$ cat src/rtl/hd_attn_uart.sv
module hd_attn_uart #(
  parameter int unsigned CLK_HZ    = 8_000_000,
  parameter int unsigned BAUD      = 19_200,
  parameter int unsigned DATA_BITS = 8,
  parameter int unsigned ATTN_BITS = 4
) (
  input  logic                 clk,
  input  logic                 rst,
  input  logic                 line_in,
  output logic                 line_oe,
  input  logic [DATA_BITS-1:0] tx_data,
  input  logic                 tx_req,
  output logic                 tx_busy,
  output logic [DATA_BITS-1:0] rx_data,
  output logic                 rx_valid,
  output logic                 rx_frame_err
);

  localparam int unsigned TPB        = 4;
  localparam int unsigned RELOAD     = CLK_HZ / (TPB * BAUD) - 1;
  localparam int unsigned DIV_W      = (RELOAD > 0) ? $clog2(RELOAD + 1) : 1;
  localparam int unsigned ATTN_TICKS = ATTN_BITS * TPB;
  localparam int unsigned SUB_W      = $clog2(ATTN_TICKS);
  localparam int unsigned BIT_W      = $clog2(DATA_BITS);
  localparam int unsigned SAMPLE_IX  = TPB / 2;

  typedef enum logic [3:0] {
    S_IDLE, S_RX_ATTN, S_RX_START, S_RX_DATA, S_RX_STOP,
    S_TX_ATTN, S_TX_START, S_TX_DATA, S_TX_STOP
  } state_t;

  state_t               st;
  logic [DIV_W-1:0]     div;
  logic [SUB_W-1:0]     sub;
  logic [BIT_W-1:0]     bitn;
  logic [DATA_BITS-1:0] sh;
  logic [1:0]           sync;

  wire line_s    = sync[1];
  wire tick      = (div == DIV_W'(RELOAD));
  wire accept    = (st == S_IDLE) && tx_req;
  wire sub_end   = (sub == SUB_W'(TPB - 1));
  wire attn_end  = (sub == SUB_W'(ATTN_TICKS - 1));
  wire at_sample = (sub == SUB_W'(SAMPLE_IX));
  wire last_bit  = (bitn == BIT_W'(DATA_BITS - 1));
  wire [SUB_W-1:0] sub_inc = sub + 1'b1;

  assign tx_busy = (st != S_IDLE);
  assign line_oe = (st == S_TX_ATTN) || (st == S_TX_START) || ((st == S_TX_DATA) && !sh[0]);

  always_ff @(posedge clk) begin
    if (rst || accept || tick) div <= '0;
    else                       div <= div + 1'b1;
  end

  always_ff @(posedge clk) begin
    if (rst) sync <= 2'b11;
    else     sync <= {sync[0], line_in};
  end

  always_ff @(posedge clk) begin
    if (rst) begin
      st           <= S_IDLE;
      sub          <= '0;
      bitn         <= '0;
      sh           <= '0;
      rx_data      <= '0;
      rx_valid     <= 1'b0;
      rx_frame_err <= 1'b0;
    end else begin
      rx_valid     <= 1'b0;
      rx_frame_err <= 1'b0;
      if (accept) begin
        st   <= S_TX_ATTN;
        sub  <= '0;
        bitn <= '0;
        sh   <= tx_data;
      end else if (tick) begin
        case (st)
          S_IDLE:
            if (!line_s) st <= S_RX_ATTN;
          S_RX_ATTN:
            if (line_s) begin
              st  <= S_RX_START;
              sub <= '0;
            end
          S_RX_START:
            if (sub != '0) begin
              if (sub_end) begin
                st   <= S_RX_DATA;
                sub  <= '0;
                bitn <= '0;
              end else sub <= sub_inc;
            end else if (!line_s) sub <= SUB_W'(1);
          S_RX_DATA: begin
            if (at_sample) sh <= {line_s, sh[DATA_BITS-1:1]};
            if (sub_end) begin
              sub <= '0;
              if (last_bit) st <= S_RX_STOP;
              else          bitn <= bitn + 1'b1;
            end else sub <= sub_inc;
          end
          S_RX_STOP:
            if (at_sample) begin
              st  <= S_IDLE;
              sub <= '0;
              if (line_s) begin
                rx_data  <= sh;
                rx_valid <= 1'b1;
              end else rx_frame_err <= 1'b1;
            end else sub <= sub_inc;
          S_TX_ATTN:
            if (attn_end) begin
              st  <= S_TX_START;
              sub <= '0;
            end else sub <= sub_inc;
          S_TX_START:
            if (sub_end) begin
              st   <= S_TX_DATA;
              sub  <= '0;
              bitn <= '0;
            end else sub <= sub_inc;
          S_TX_DATA:
            if (sub_end) begin
              sub <= '0;
              sh  <= sh >> 1;
              if (last_bit) st <= S_TX_STOP;
              else          bitn <= bitn + 1'b1;
            end else sub <= sub_inc;
          S_TX_STOP:
            if (sub_end) begin
              st  <= S_IDLE;
              sub <= '0;
            end else sub <= sub_inc;
          default: st <= S_IDLE;
        endcase
      end
    end
  end

endmodule

$ cat config.mk
export PLATFORM = sky130hd
export DESIGN_NAME = hd_attn_uart
export DESIGN_NICKNAME = d
export VERILOG_FILES = /design/src/rtl/hd_attn_uart.sv
export SDC_FILE = /design/constraint.sdc
export NUM_CORES = 1
export LEC_CHECK = 0
export CORE_AREA = 4 4 87 89
export DETAILED_ROUTE_END_ITERATION = 8
export DIE_AREA = 0 0 91 93
export DONT_BUFFER_PORTS = 1
export MAX_ROUTING_LAYER = met4
export PLACE_DENSITY_LB_ADDON = 0.08
export SYNTH_ARGS = -nofsm -noshare
export SYNTH_HDL_FRONTEND = slang
export SYNTH_SLANG_ARGS = --single-unit
$ cat constraint.sdc
create_clock -name clk -period 3.2 [get_ports clk]
set_clock_uncertainty 0.2 [all_clocks]
set_input_delay 0.16 -clock clk [delete_from_list [all_inputs] [get_ports clk]]
set_output_delay 0.16 -clock clk [all_outputs]
set_load 0.02 [all_outputs]
* Word level (Yosys, flattened, before mapping)
Cells that the tools add are included.
W data, S select, Z words.
** Storage, ports and cells
- Register bits :: 38
- Latch bits :: 0
- Bits in writable memories :: 0
- ROM bits :: 0
- Output and inout port bits :: 12
- Logic and storage cells :: 115
- Memories :: 0
** Cells by class
- Add/subtract/negate cells :: 3
- Multipliers :: 0
- Divide/modulo/power cells :: 0
- Order comparisons :: 0
- Equal/unequal tests :: 41
- Shift operators :: 0
- Multiplexer cells :: 33
- Bitwise gates (word level) :: 4
- Reductions and logical operators :: 24
** Operators by type and width (number)
- $mux W4 :: 17
- $ne A3 B3 Y1 const B :: 14
- $pmux W4 S9 :: 1
- $mux W8 :: 4
- $ne A2 B2 Y1 const B :: 13
- $reduce_and A13 Y1 :: 2
- $pmux W4 S5 :: 1
- $mux W3 :: 6
- $eq A4 B2 Y1 const B :: 4
- $eq A4 B3 Y1 const B :: 4
- $pmux W8 S2 :: 1
- $reduce_and A5 Y1 :: 2
- $pmux W3 S3 :: 1
- $eq A4 B4 Y1 const B :: 2
- $reduce_and A4 Y1 :: 2
- $reduce_bool A4 Y1 :: 2
- $add A7 B1 Y7 const B :: 1
- $eq A7 B7 Y1 const B :: 1
- $reduce_bool A3 Y1 :: 2
- $reduce_bool A5 Y1 :: 1
- $reduce_or A5 Y1 :: 1
- $add A4 B1 Y4 const B :: 1
- $eq A4 B1 Y1 const B :: 1
- $logic_not A4 Y1 :: 1
- other kinds (11) :: 20

* Longest topological paths before layout
- Depth in word-level cells :: 6
- Gate-level depth with buffers :: 8
- Mapped depth without buffers :: 7

* Least setup slack after synthesis
Ideal clock, no wire load.
- Path kind :: flip-flop to flip-flop
- Start point :: reg sub[1]
- End point :: reg st[2]
- Setup time :: 0.074 ns
- Data arrival time :: 1.995 ns
- Required time :: 2.926 ns
- Path slack :: 0.930 ns
- Cell stages (with the launch flop) :: 7
- Period minus slack after synthesis :: 2.270 ns
- Path through :: dfxtp_1 ha_1 or3b_4 a22oi_4 nand3_2 or4_1 a31oi_1
** On the way
- Cells in the longest elaborated chain, start to end :: 3
- Elaborated cells on any way between the ends :: 13
- Those cells by class :: 11 x eq/ne; 2 x reduce/logical
** Ends and longest elaborated chain
- start: declaration :: RTL line 34 : logic [SUB_W-1:0] sub;
- start signal: assignment :: RTL line 93 : end else sub <= sub_inc;
- start signal: assignment :: RTL line 101 : end else sub <= sub_inc;
- start signal: assignment :: RTL line 111 : end else sub <= sub_inc;
- $eq A4 B2 Y1 (tied with other cells) :: RTL line 44 : wire at_sample = (sub == SUB_W'(SAMPLE_IX));
- $ne A3 B3 Y1 (no source line)
- $reduce_and A13 Y1 (no source line) *
- end signal: assignment :: RTL line 63 : st <= S_IDLE;
- end signal: assignment :: RTL line 74 : st <= S_TX_ATTN;
- end signal: assignment :: RTL line 81 : if (!line_s) st <= S_RX_ATTN;
- end: declaration :: RTL line 32 : state_t st;
Every way passes the cells marked *; elsewhere a longest branch is shown, timed or not.
A chain may end at the register's enable or synchronous reset.

* Final worst setup path
- Start point :: reg st[2]
- End point :: reg sh[0]
** On the way
- Cells in the longest elaborated chain, start to end :: 4
- Elaborated cells on any way between the ends :: 12
- Those cells by class :: 4 x eq/ne; 3 x mux; 5 x reduce/logical
** Ends and longest elaborated chain
- $eq A4 B3 Y1 (tied with other cells) :: RTL line 79 : case (st)
- $pmux W8 S2 or $logic_and A1 B1 Y1 (tied branches) :: RTL line 79, 41
- $mux W8 (tied with other cells) :: RTL line 78 : end else if (tick) begin
- $mux W8 or $reduce_and A4 Y1 (tied branches)
- end signal: assignment :: RTL line 77 : sh <= tx_data;
- end signal: assignment :: RTL line 96 : if (at_sample) sh <= {line_s, sh[DATA_BITS-1:1]};
- end signal: assignment :: RTL line 126 : sh <= sh >> 1;
- end: declaration :: RTL line 36 : logic [DATA_BITS-1:0] sh;
Parallel ways exist; a longest one is shown, timed or not. The select of a mux whose other input is x is not followed.

==> results.cfg <==
[synth]
mappedNetlistArea_mm2 = 0.002016
syn-num-nets = 257
ys_seq_area_share_pct = 37.74
synth.area.top_cells = dfxtp_1 (38%), a21oi_1 (5.5%), mux2i_1 (5.5%)
synth_top_cells_by_count = dfxtp_1 (38), nor2_1 (24), a21oi_1 (22), nand2_1 (20)
ys_async_sr_fraction_pct = 0
netlist_instances = 239
synth.avg_cell_area_um2 = 8.434
synth_cell_types = 47
synth_top_area_share_pct = 37.74
yosys.area.top_type = dfxtp_1
synth_edf_count = 0
ys_ff_latch = 38
synth_ff_type = dfxtp_1
yosysWarnings = 0
yosysMostFrequentCell = dfxtp_1

[clock_tree]
clkLatencyLatePin_ps = 290
cts_root_buffer = clkbuf_8
cts_made_buffers = 5
cts_tree = yes
cts_sinks = 38
clockBufferDepth = 2
htreeDepth = 2
clk_pin_slew_ps = 80

[place]
port-buffer-count = 0
place_congestion = 0.8482
dp_hpwl_um = 3521

[power]
ir_drop_uv = 200.0
leakagePower_nw = 0.7986
power_density_mw_per_mm2 = 426.4
fin_total_pwr_uw = 971.6

[route]
ant_nets = 0
drcViolationCount = 0
vias = 1652
vias_per_cell = 5.052
routed_wl_um = 4975
drt-wirelength-per-cell_um = 15.21
drt_first_pass_iters = 4
drtIter0Drc = 40

[cells_and_area]
fill_cells = 740
nNetsFinal = 264
drive_above_1_share_pct = 8.907
area_growth_pct = 13.04
antenna_cells = 0

[sta]
setup_viol_count_final = 0
rsz0062_at_grt = no
setup_tns_ps = 0
period_needed_ps = 2767
worst_pin_slew_ps = 865.8
finalMaxSlewViolations = 0
max-slew-margin-rel_pct = 42.09
post-route-period-util_pct = 86.46
hold_violations = 0
max_freq_ghz = 0.3614

[setup_path]
crit_fanout = 18
worst_r2r_path_depth = 6
cpMostUsedCell = a21oi_1
slowest_delay_ps = 730
cp_cell_sequence = nor4_2, and2_1, a21oi_1, nand2_1, a21oi_1, dlygate4sd3_1
cp.required_ps = 3240
crit_path_top_delay_cell = dfxtp_1
cp-end-kind = flop
arrival_ps = 2810
cp-start-kind = flop
regToRegSetupSlack_ps = 430
crit_type = reg -> reg
r2r-end = sh[0]$_SDFFE_PP0P_
rr_startpoint = st[2]$_SDFFE_PP0P_

[run]
cap_violations = 0

[global_routing]
grt_overflow_total = 0
track_usage_pct = 12.54
antenna_found_initial = 0
grt_pass1_wl_um = 8349
grt_max_degree = 24
grt_pass1_vias = 1661

[floorplan]
start_util_pct = 29.83
core-area_mm2 = 0.006756
dieArea_mm2 = 0.008463
ios = 24
die_width_um = 91
num_rows = 30
die_h_um = 93

[outcome]
status = finished, final reports clean

[worst_hold_path]
hp-class = in -> reg
min_path_cells = 3
min_to = sub[2]$_SDFFE_PP0P_
holdCritStartpoint = tx_req
kinds of logic (layout without fill, tap and decap cells):
group | count (synthesis) | in the layout | share of synthesized area (%)
DFF | 38 | 38 | 37.74
buffers and inverters | 20 | 28 | 4.345
and+or+nand+nor | 102 | 102 | 27.56
xor gates and xnor gates | 6 | 6 | 2.607
muxes | 11 | 11 | 5.463
AOI/OAI and AO/OA | 56 | 56 | 18.56
adders and majority gates | 6 | 6 | 3.724
per-stage QoR:
stage	hold slack, ps	cells	utilization [%]	setup slack, ps	instance area, um2
after floorplan	63.81	239	-	930.3	2016
after global placement	34.20	309	30.83	781.1	2083
final	32.37	327	33.72	433.3	2278
after global routing	68.36	327	33.72	206.5	2278
after detailed placement	33.73	309	30.83	744.5	2083
after CTS	15.47	327	33.72	402.3	2278
cell usage in the layout, fill, tap and decap left out, drive strengths merged, types with 7 or more instances in the layout:
master and instances:
o21ai 11, nand3 12, a21oi 22, dfxtp 38
nor2b 8, a22oi 7, nand2 20, mux2i 11
dlygate4sd3 10, inv 7, nor2 24
flip-flops by register name (all words and copies together), names as in the netlist:
register,flops
sub,4
st,4
sh,8
div,7
rx_data,8
rx_frame_err,1
bitn,3
rx_valid,1
sync,2
report_power, final:
part	total (mW)	internal [mW]	leakage, nW	switching, mW
combinational	0.0996	0.0421	0.443	0.0575
sequential	0.509	0.487	0.309	0.0220
clock	0.363	0.174	0.0472	0.189
critical path: cells and delay by family (launching register included):
family,cells,cell delay (ps)
AO/OA/AOI/OAI,2,640
buffers and inverters,1,560
flip-flops,1,730
AND/OR/NAND/NOR,3,580
area by class of cell:
type | instances | area, um2 | share of cell area (%)
timing repair buffer | 13 | 122.6 | 5.382
inverter | 7 | 26.28 | 1.153
sequential | 38 | 760.7 | 33.39
tap | 80 | 100.1 | 4.393
clock buffer | 6 | 82.58 | 3.624
clock inverter | 2 | 12.51 | 0.5491
multi-input combinational | 181 | 1174 | 51.51
routing by layer:
layer	wire (um)	global-route usage [%]	part of all wire, %
met1	2532	16.45	51
met2	2242	19.44	45
met3	147	2.574	3.0
met4	53	4.020	1.1
met5	0	-	0
how the worst max path moves through the flow:
stage                                    from                 end  slack (ps)  cells after the start
after floorplan           sub[1]$_SDFFE_PP0P_  st[2]$_SDFFE_PP0P_         930                      6
after global placement    sub[1]$_SDFFE_PP0P_  st[2]$_SDFFE_PP0P_         780                      6
after detailed placement  sub[1]$_SDFFE_PP0P_  st[2]$_SDFFE_PP0P_         740                      6
after CTS                  st[2]$_SDFFE_PP0P_  sh[0]$_SDFFE_PP0P_         400                      6
after global routing       st[2]$_SDFFE_PP0P_  sh[0]$_SDFFE_PP0P_         210                      6
final                      st[2]$_SDFFE_PP0P_  sh[0]$_SDFFE_PP0P_         430                      6
what timing repair did:
action,in CTS,in global routing
hold endpoints to repair,23,0
resized for setup,0,0
setup buffers,0,0
hold buffers,10,0
(Power assumes the default switching activity.)
